==> config.mk <==
export PLATFORM = sky130hd
export DESIGN_NAME = mersenne_field_unit
export DESIGN_NICKNAME = d
export VERILOG_FILES = /design/src/rtl/mfu_pkg.sv /design/src/rtl/mfu_serial_mul.sv /design/src/rtl/mfu_regs.sv /design/src/rtl/mersenne_field_unit.sv
export SDC_FILE = /design/constraint.sdc
export NUM_CORES = 1
export LEC_CHECK = 0
export BUFFER_PORTS_ARGS = -buffer_cell sky130_fd_sc_hd__clkbuf_2
export CORE_MARGIN = 5
export CORE_UTILIZATION = 45
export CTS_CLUSTER_SIZE = 40
export DETAILED_ROUTE_END_ITERATION = 6
export MAX_ROUTING_LAYER = met4
export PLACE_DENSITY_LB_ADDON = 0.08
export SLEW_MARGIN = 10
export SYNTH_ARGS = -nofsm -noshare
export SYNTH_HDL_FRONTEND = slang
export SYNTH_SLANG_ARGS = --single-unit
==> constraint.sdc <==
create_clock -name clk -period 15.1 [get_ports clk]
set_clock_uncertainty 0.2 [all_clocks]
set_input_delay 0 -clock clk [delete_from_list [all_inputs] [get_ports clk]]
set_output_delay 0 -clock clk [all_outputs]
set_load 0.01 [all_outputs]
==> src/rtl/mfu_pkg.sv <==
// Package: shared constants, opcode encoding and modular helpers for the
// Mersenne-31 field unit. Assumes operands passed to mod_add / mod_sub are
// already canonical (below PRIME).
package mfu_pkg;

    localparam int unsigned FIELD_W = 31;
    localparam int unsigned WORD_W  = FIELD_W + 1;
    localparam logic [WORD_W-1:0] PRIME = {1'b0, {FIELD_W{1'b1}}};

    typedef enum logic [3:0] {
        OPC_NOP = 4'h0,
        OPC_ADD = 4'h1,
        OPC_SUB = 4'h2,
        OPC_MUL = 4'h3,
        OPC_CLR = 4'h4,
        OPC_MAC = 4'h5
    } opc_e;

    // Fold bit 31 onto bits [30:0] (2^31 == 1 mod p), then one conditional subtract.
    function automatic logic [WORD_W-1:0] fold_reduce(input logic [WORD_W-1:0] x);
        logic [WORD_W-1:0] s;
        s = {1'b0, x[FIELD_W-1:0]} + {{(WORD_W-1){1'b0}}, x[WORD_W-1]};
        if (s >= PRIME) s = s - PRIME;
        return s;
    endfunction

    // Modular sum of two canonical values; the raw sum stays below 2^32.
    function automatic logic [WORD_W-1:0] mod_add(input logic [WORD_W-1:0] a,
                                                  input logic [WORD_W-1:0] b);
        return fold_reduce(a + b);
    endfunction

    // Modular difference of two canonical values; wraps by adding p.
    function automatic logic [WORD_W-1:0] mod_sub(input logic [WORD_W-1:0] a,
                                                  input logic [WORD_W-1:0] b);
        logic [WORD_W-1:0] d;
        if (a >= b) d = a - b;
        else        d = a + PRIME - b;
        return d;
    endfunction

endpackage

==> src/rtl/mfu_serial_mul.sv <==
// Serial modular multiplier: one multiplier bit per cycle, MSB first,
// double-and-add with the running sum folded below p each step.
// Assumes x_in and y_in are canonical and STEPS >= WORD_W so every bit of
// y_in is consumed. done is a one-cycle combinational flag on the last step;
// prod is valid only while done is high.
module mfu_serial_mul
    import mfu_pkg::*;
#(
    parameter int unsigned STEPS = WORD_W
) (
    input  logic              clk,
    input  logic              rst_n,
    input  logic              start,
    input  logic [WORD_W-1:0] x_in,
    input  logic [WORD_W-1:0] y_in,
    output logic              busy,
    output logic              done,
    output logic [WORD_W-1:0] prod
);
    localparam int unsigned CNT_W = (STEPS > 1) ? $clog2(STEPS) : 1;
    localparam logic [CNT_W-1:0] LAST = CNT_W'(STEPS - 1);

    logic              running;
    logic [CNT_W-1:0]  step_cnt;
    logic [WORD_W-1:0] acc_q, x_q, y_q;
    logic [WORD_W-1:0] dbl, acc_n;

    // Next partial sum: double the running value, add x when the current bit is set.
    always_comb begin
        dbl   = fold_reduce({acc_q[WORD_W-2:0], 1'b0});
        acc_n = y_q[WORD_W-1] ? mod_add(dbl, x_q) : dbl;
    end

    assign busy = running;
    assign done = running && (step_cnt == LAST);
    assign prod = acc_n;

    // Sequencer: load operands on start, step while running, stop after the last bit.
    always_ff @(posedge clk) begin
        if (!rst_n) begin
            running  <= 1'b0;
            step_cnt <= '0;
            acc_q    <= '0;
            x_q      <= '0;
            y_q      <= '0;
        end else if (start && !running) begin
            running  <= 1'b1;
            step_cnt <= '0;
            acc_q    <= '0;
            x_q      <= x_in;
            y_q      <= y_in;
        end else if (running) begin
            acc_q    <= acc_n;
            y_q      <= {y_q[WORD_W-2:0], 1'b0};
            step_cnt <= step_cnt + 1'b1;
            if (done) running <= 1'b0;
        end
    end

endmodule

==> src/rtl/mfu_regs.sv <==
// Register file for A, B and C. Clear has top priority, then the result
// write into A, then the host write. Assumes the caller already blocks host
// writes during an operation; a select outside 0..NREGS-1 matches nothing.
module mfu_regs
    import mfu_pkg::*;
#(
    parameter int unsigned NREGS = 3,
    parameter int unsigned SEL_W = 2
) (
    input  logic              clk,
    input  logic              rst_n,
    input  logic              clr,
    input  logic              res_we,
    input  logic [WORD_W-1:0] res_val,
    input  logic              wr_en,
    input  logic [SEL_W-1:0]  wr_sel,
    input  logic [WORD_W-1:0] wr_data,
    output logic [WORD_W-1:0] regs_q [NREGS]
);
    for (genvar gi = 0; gi < NREGS; gi++) begin : g_reg
        // Per-register update: reset/clear, result (A only), or host load.
        always_ff @(posedge clk) begin
            if (!rst_n || clr) begin
                regs_q[gi] <= '0;
            end else if ((gi == 0) && res_we) begin
                regs_q[gi] <= res_val;
            end else if (wr_en && (wr_sel == SEL_W'(gi))) begin
                regs_q[gi] <= wr_data;
            end
        end
    end

endmodule

==> src/rtl/mersenne_field_unit.sv <==
// Top of the Mersenne-31 field unit. Decodes the opcode strobe, does the
// one-cycle ADD/SUB/CLR, hands MUL/MAC to the serial multiplier and writes
// the result into A. Assumes op_valid is a one-cycle strobe; strobes seen
// while busy are dropped.
module mersenne_field_unit
    import mfu_pkg::*;
#(
    parameter int unsigned MUL_STEPS = WORD_W,
    parameter int unsigned SEL_W     = 2,
    parameter int unsigned OPC_W     = 4
) (
    input  logic              clk,
    input  logic              rst_n,
    input  logic              wr_en,
    input  logic [SEL_W-1:0]  wr_sel,
    input  logic [WORD_W-1:0] wr_data,
    input  logic              op_valid,
    input  logic [OPC_W-1:0]  op_code,
    output logic              busy,
    output logic [WORD_W-1:0] reg_a,
    output logic [WORD_W-1:0] reg_b,
    output logic [WORD_W-1:0] reg_c
);
    localparam int unsigned NREGS = 3;

    logic [WORD_W-1:0] regs_q [NREGS];
    logic [WORD_W-1:0] a_c, b_c, c_c;
    logic              accept, is_mul, is_mac, mul_start;
    logic              mac_q, mul_busy, mul_done;
    logic [WORD_W-1:0] mul_prod, mul_y;
    logic              clr, res_we, host_we;
    logic [WORD_W-1:0] res_val;

    assign reg_a = regs_q[0];
    assign reg_b = regs_q[1];
    assign reg_c = regs_q[2];
    assign busy  = mul_busy;

    // Canonical operands: raw stored values reduced below p.
    always_comb begin
        a_c = fold_reduce(reg_a);
        b_c = fold_reduce(reg_b);
        c_c = fold_reduce(reg_c);
    end

    // Opcode acceptance and multiplier launch.
    always_comb begin
        accept    = op_valid && !mul_busy;
        is_mul    = (op_code == OPC_W'(OPC_MUL));
        is_mac    = (op_code == OPC_W'(OPC_MAC));
        mul_start = accept && (is_mul || is_mac);
        mul_y     = is_mac ? c_c : a_c;
        host_we   = wr_en && !mul_busy && !op_valid;
    end

    // Remember which multi-cycle operation is in flight.
    always_ff @(posedge clk) begin
        if (!rst_n)         mac_q <= 1'b0;
        else if (mul_start) mac_q <= is_mac;
    end

    // Result selection for A and the clear strobe.
    always_comb begin
        res_we  = 1'b0;
        res_val = '0;
        clr     = 1'b0;
        if (mul_done) begin
            res_we  = 1'b1;
            res_val = mac_q ? mod_add(mul_prod, a_c) : mul_prod;
        end else if (accept) begin
            if (op_code == OPC_W'(OPC_ADD)) begin
                res_we  = 1'b1;
                res_val = mod_add(a_c, b_c);
            end else if (op_code == OPC_W'(OPC_SUB)) begin
                res_we  = 1'b1;
                res_val = mod_sub(a_c, b_c);
            end else if (op_code == OPC_W'(OPC_CLR)) begin
                clr = 1'b1;
            end
        end
    end

    mfu_serial_mul #(.STEPS(MUL_STEPS)) mul_i (
        .clk   (clk),
        .rst_n (rst_n),
        .start (mul_start),
        .x_in  (b_c),
        .y_in  (mul_y),
        .busy  (mul_busy),
        .done  (mul_done),
        .prod  (mul_prod)
    );

    mfu_regs #(.NREGS(NREGS), .SEL_W(SEL_W)) regs_i (
        .clk     (clk),
        .rst_n   (rst_n),
        .clr     (clr),
        .res_we  (res_we),
        .res_val (res_val),
        .wr_en   (host_we),
        .wr_sel  (wr_sel),
        .wr_data (wr_data),
        .regs_q  (regs_q)
    );

endmodule

==> results.md <==
| Metric | This run |
| --- | --- |
| Arrival time reported for the critical path endpoint | 14.20 ns |
| Worst R2R Setup Slack | 1.08 ns |
| Via count | 29700 |
| Final total power | 1.76 mW |
| Most common cell after layout, fill and taps aside | nand2_1 |
| Crit path max-delay cell type | ha_1 |
| Bufs on Longest Clock Path | 2 |
| FFs w/ async S/R, synth | 0% |
| Max-slew violation total from the final report | 0 |
| Drt initial violations | 3633 |
| Synthesized instance count | 3765 |
| Crit. End Element | register |
| Post-synth cell types | 112 |
| Post-detailed-placement half-perimeter wirelength | 102 mm |
| Final hold violation count | 0 |
| Dominant cell type by area after synthesis | dfxtp_1 |
| Busiest grt layer | met2 |
| Post-synthesis instance area | 26300 sq um |
| Cell area reported after detailed placement | 27700 sq um |
| Die outline area | 63400 sq um |
| Number of warning messages in the yosys log | 0 |
| Result of the run | finished clean |
| Fraction of layout cells with a size suffix above 1 | 8.96% |
| Synth-to-Final Area Change | 9.53% |
| Bufs and invs on worst path | 1 |
| Number of sinks handled by clock tree synthesis | 198 |
| EDFF count, synth | 0 |
| Post-detailed-route DRC marker count | 0 |
| Class of the worst hold path | in2reg |
| Commonest cells after routing, fill and taps aside | 483 x nand2_1, 318 x nor2_1, 280 x a21oi_1 |
| Clock Tree Root | clkbuf_16 |
| Grt met1 use | 52.0% |
| Length of the first detailed-routing pass in iterations | 6 |
| Die outline width | 252 microns |
| Kind of cell adding the most delay to the critical path | simple AND/OR/NAND/NOR gates |
| Final-layout setup total negative slack | 0 ns |
| Via count of the first global-routing pass | 26800 |
| Antenna violations before repair | 6 |
| TritonCTS clock tree | done |
| Post-synth net total | 4022 |
| Placeable core region | 57800 sq um |
| Logic depth of the worst path, buffers included | 55 |
| Lkg Pwr | 11.0 nW |
| Worst setup path endpoint | regs_i.regs_q[65]$_SDFFE_PP0P_ |
| Post-synthesis register bit count | 198 |
| Weighted congestion reported at the end of routability-driven placement | 1.09 |
| Number of core rows | 88 |
| Placed cell count | 4528 |
| Post-CTS setup-driven buffer insertion count | 0 |
| Global route overflow | 0 |
| Reg-to-reg critical path startpoint | mul_i.acc_q[30]$_SDFFE_PP0P_ |
| Finished Cell Area | 28800 sq um |
| Sequential-to-total area share from yosys stat | 15.1% |
| Crit path from | mul_i.acc_q[30]$_SDFFE_PP0P_ |
| Terminus of the critical flop-to-flop path | regs_i.regs_q[65]$_SDFFE_PP0P_ |
| Routed wire length per instance | 27.2 microns |
| Primary FF master, synth | dfxtp_1 |
| GR met2 Demand/Resource | 56.4% |
| Max FO, Critical Path | 9 |
| Share of the clock period used by the worst path | 92.8% |
| Library cell appearing most often on the critical path | ha_1 |
| Critical Path Max Stage Delay | 0.51 ns |
| Maximum VDD drop | 94.4 uV |
| Deepest level of the CTS H-tree | 4 |
| Clock insertion delay at the later pin of the skew report | 0.52 ns |
| Top-level I/O count | 139 |
| Post-synthesis area per instance | 6.99 sq um |
| Starting density of the core | 45.5% |
| Per-cell via count in the routed design | 6.44 |
| Final Instance Count excl. Fillers | 4608 |
| Clock transition at the registers of the reported paths | 0.08 ns |
| RSZ-0062 raised after global routing | no |
| First-pass GRT wire length | 181 mm |
| Number of I/O port buffers | 138 |
| Peak clock frequency supported by timing | 71.3 MHz |
| Final Critical Period | 14.02 ns |
| Power density relative to cell area | 61.0 nW/um^2 |
| Final cell utilization of the core | 49.9% |
| Transition at the pin with the smallest max-transition slack | 1.25 ns |
| Max Cap Violations | 0 |
| Height of the die | 252 microns |
| Category of the critical setup timing path | reg2reg |
| Required @ worst endpoint | 15.29 ns |
| Type of origin of the critical path | register |
| Fraction of met3 tracks used by global routing | 6.09% |
| Combined global-route utilization of all metal layers | 38.7% |
| Number of endpoints failing setup at the final stage | 0 |
| Leading cell types by total area after synthesis | dfxtp_1 15%, ha_1 8.6%, nand2_1 6.9%, xnor2_1 6.6%, a21oi_1 5.4% |
| Number of nets with antenna violations after detailed routing | 0 |
| Number of buffers created by CTS | 17 |
| Max_slew headroom | 16.9% |
| Cell count of the worst reg-to-reg path | 55 |
| Largest net degree at the start of global routing | 74 |
| Proportion of netlist area held by the largest area contributor | 15.1% |
| # nets final | 4082 |
| Sum of routed wire length over all layers | 125 mm |
## Yosys cell counts, types with 28 or more instances
library cell and n:
a211oi_1 45, a21o_1 40, a21oi_1 282, a31oi_1 45, and2_1 88, and3_1 50, buf_2 28, clkbuf_1 165
dfxtp_1 198, fa_1 35, ha_1 180, inv_1 191, mux2i_1 44, nand2_1 485, nand2b_1 41, nand3_1 132
nand4_1 66, nor2_1 318, nor3_1 132, nor4_1 36, o211ai_1 34, o21a_1 37, o21ai_0 209, o21bai_1 29
xnor2_1 198, xor2_1 118
## worst min-delay path: cells and delay by family
family	cells	cell delay [ns]
compound gates	2	0.22
buf+inv	1	0.19
simple gates	2	0.28
## power by group
part | internal [mW] | total (mW) | switching [mW]
sequential | 0.539 | 0.569 | 0.0304
combinational | 0.234 | 0.677 | 0.443
clock | 0.254 | 0.511 | 0.257
## registers in the layout (all words and copies together), names as in the netlist
| register | count |
|---|---|
| regs_i.regs_q | 96 |
| mul_i.x_q | 32 |
| mul_i.y_q | 32 |
| mul_i.acc_q | 31 |
| mul_i.step_cnt | 5 |
| mac_q | 1 |
| mul_i.busy | 1 |
## worst min path at each step
stage,slack (ns),to,cells after the start,from
4_1_cts,0.01,mul_i.y_q[0]$_SDFFE_PN0P_,5,op_code[2]
6_report,0.05,mul_i.y_q[0]$_SDFFE_PN0P_,5,op_code[2]
2_1_floorplan,-0.06,regs_i.regs_q[31]$_SDFFE_PP0P_,2,wr_data[31]
3_3_place_gp,0.07,regs_i.regs_q[4]$_SDFFE_PP0P_,3,wr_data[4]
3_5_place_dp,0.08,regs_i.regs_q[35]$_SDFFE_PP0P_,3,wr_data[3]
5_1_grt,0.04,mul_i.y_q[0]$_SDFFE_PN0P_,5,op_code[2]
## final cells by class
class / count / area, sq um
Sequential cell: 198 / 3970
Antenna cell: 5 / 12.5
Inverter: 193 / 724
Fill cell: 6059 / 29000
Clock buffer: 17 / 425
Clock inverter: 15 / 209
Multi-Input combinational cell: 3163 / 20900
Timing Repair Buffer: 252 / 1650
Tap cell: 765 / 957
## cell families after synthesis
family / after synthesis / synth area share [%]
buf+inv: 404 / 6.01
mux: 49 / 1.89
xor+xnor: 318 / 10.7
flops: 198 / 15.1
compound gates: 1043 / 26.2
simple gates: 1538 / 28.9
fa+ha+maj: 215 / 11.2
## repair_timing
item / 4_1_cts / 5_1_grt
hold endpoints to repair: 130 / 0
setup endpoints to repair: 0 / 32
gates resized for setup: 0 / 12
hold buffers: 43 / 0
## layer usage
layer | part of all wire (%) | up-vias | wire length, microns
li1 | - | 13700 | -
met1 | 42 | 14200 | 52700
met2 | 43 | 1556 | 53400
met3 | 9.1 | 274 | 11400
met4 | 6.1 | 0 | 7690
met5 | 0 | - | 0
## stage by stage
| step | setup WS, ns | hold slack, ns |
|---|---|---|
| after global routing | 0.0359 | 0.0402 |
| after detailed placement | 0.828 | 0.0805 |
| after global placement | 1.05 | 0.0736 |
| after CTS | 0.724 | 0.0146 |
| final | 1.08 | 0.0494 |
| after floorplan | 3.06 | -0.0640 |
(Power assumes the default switching activity.)
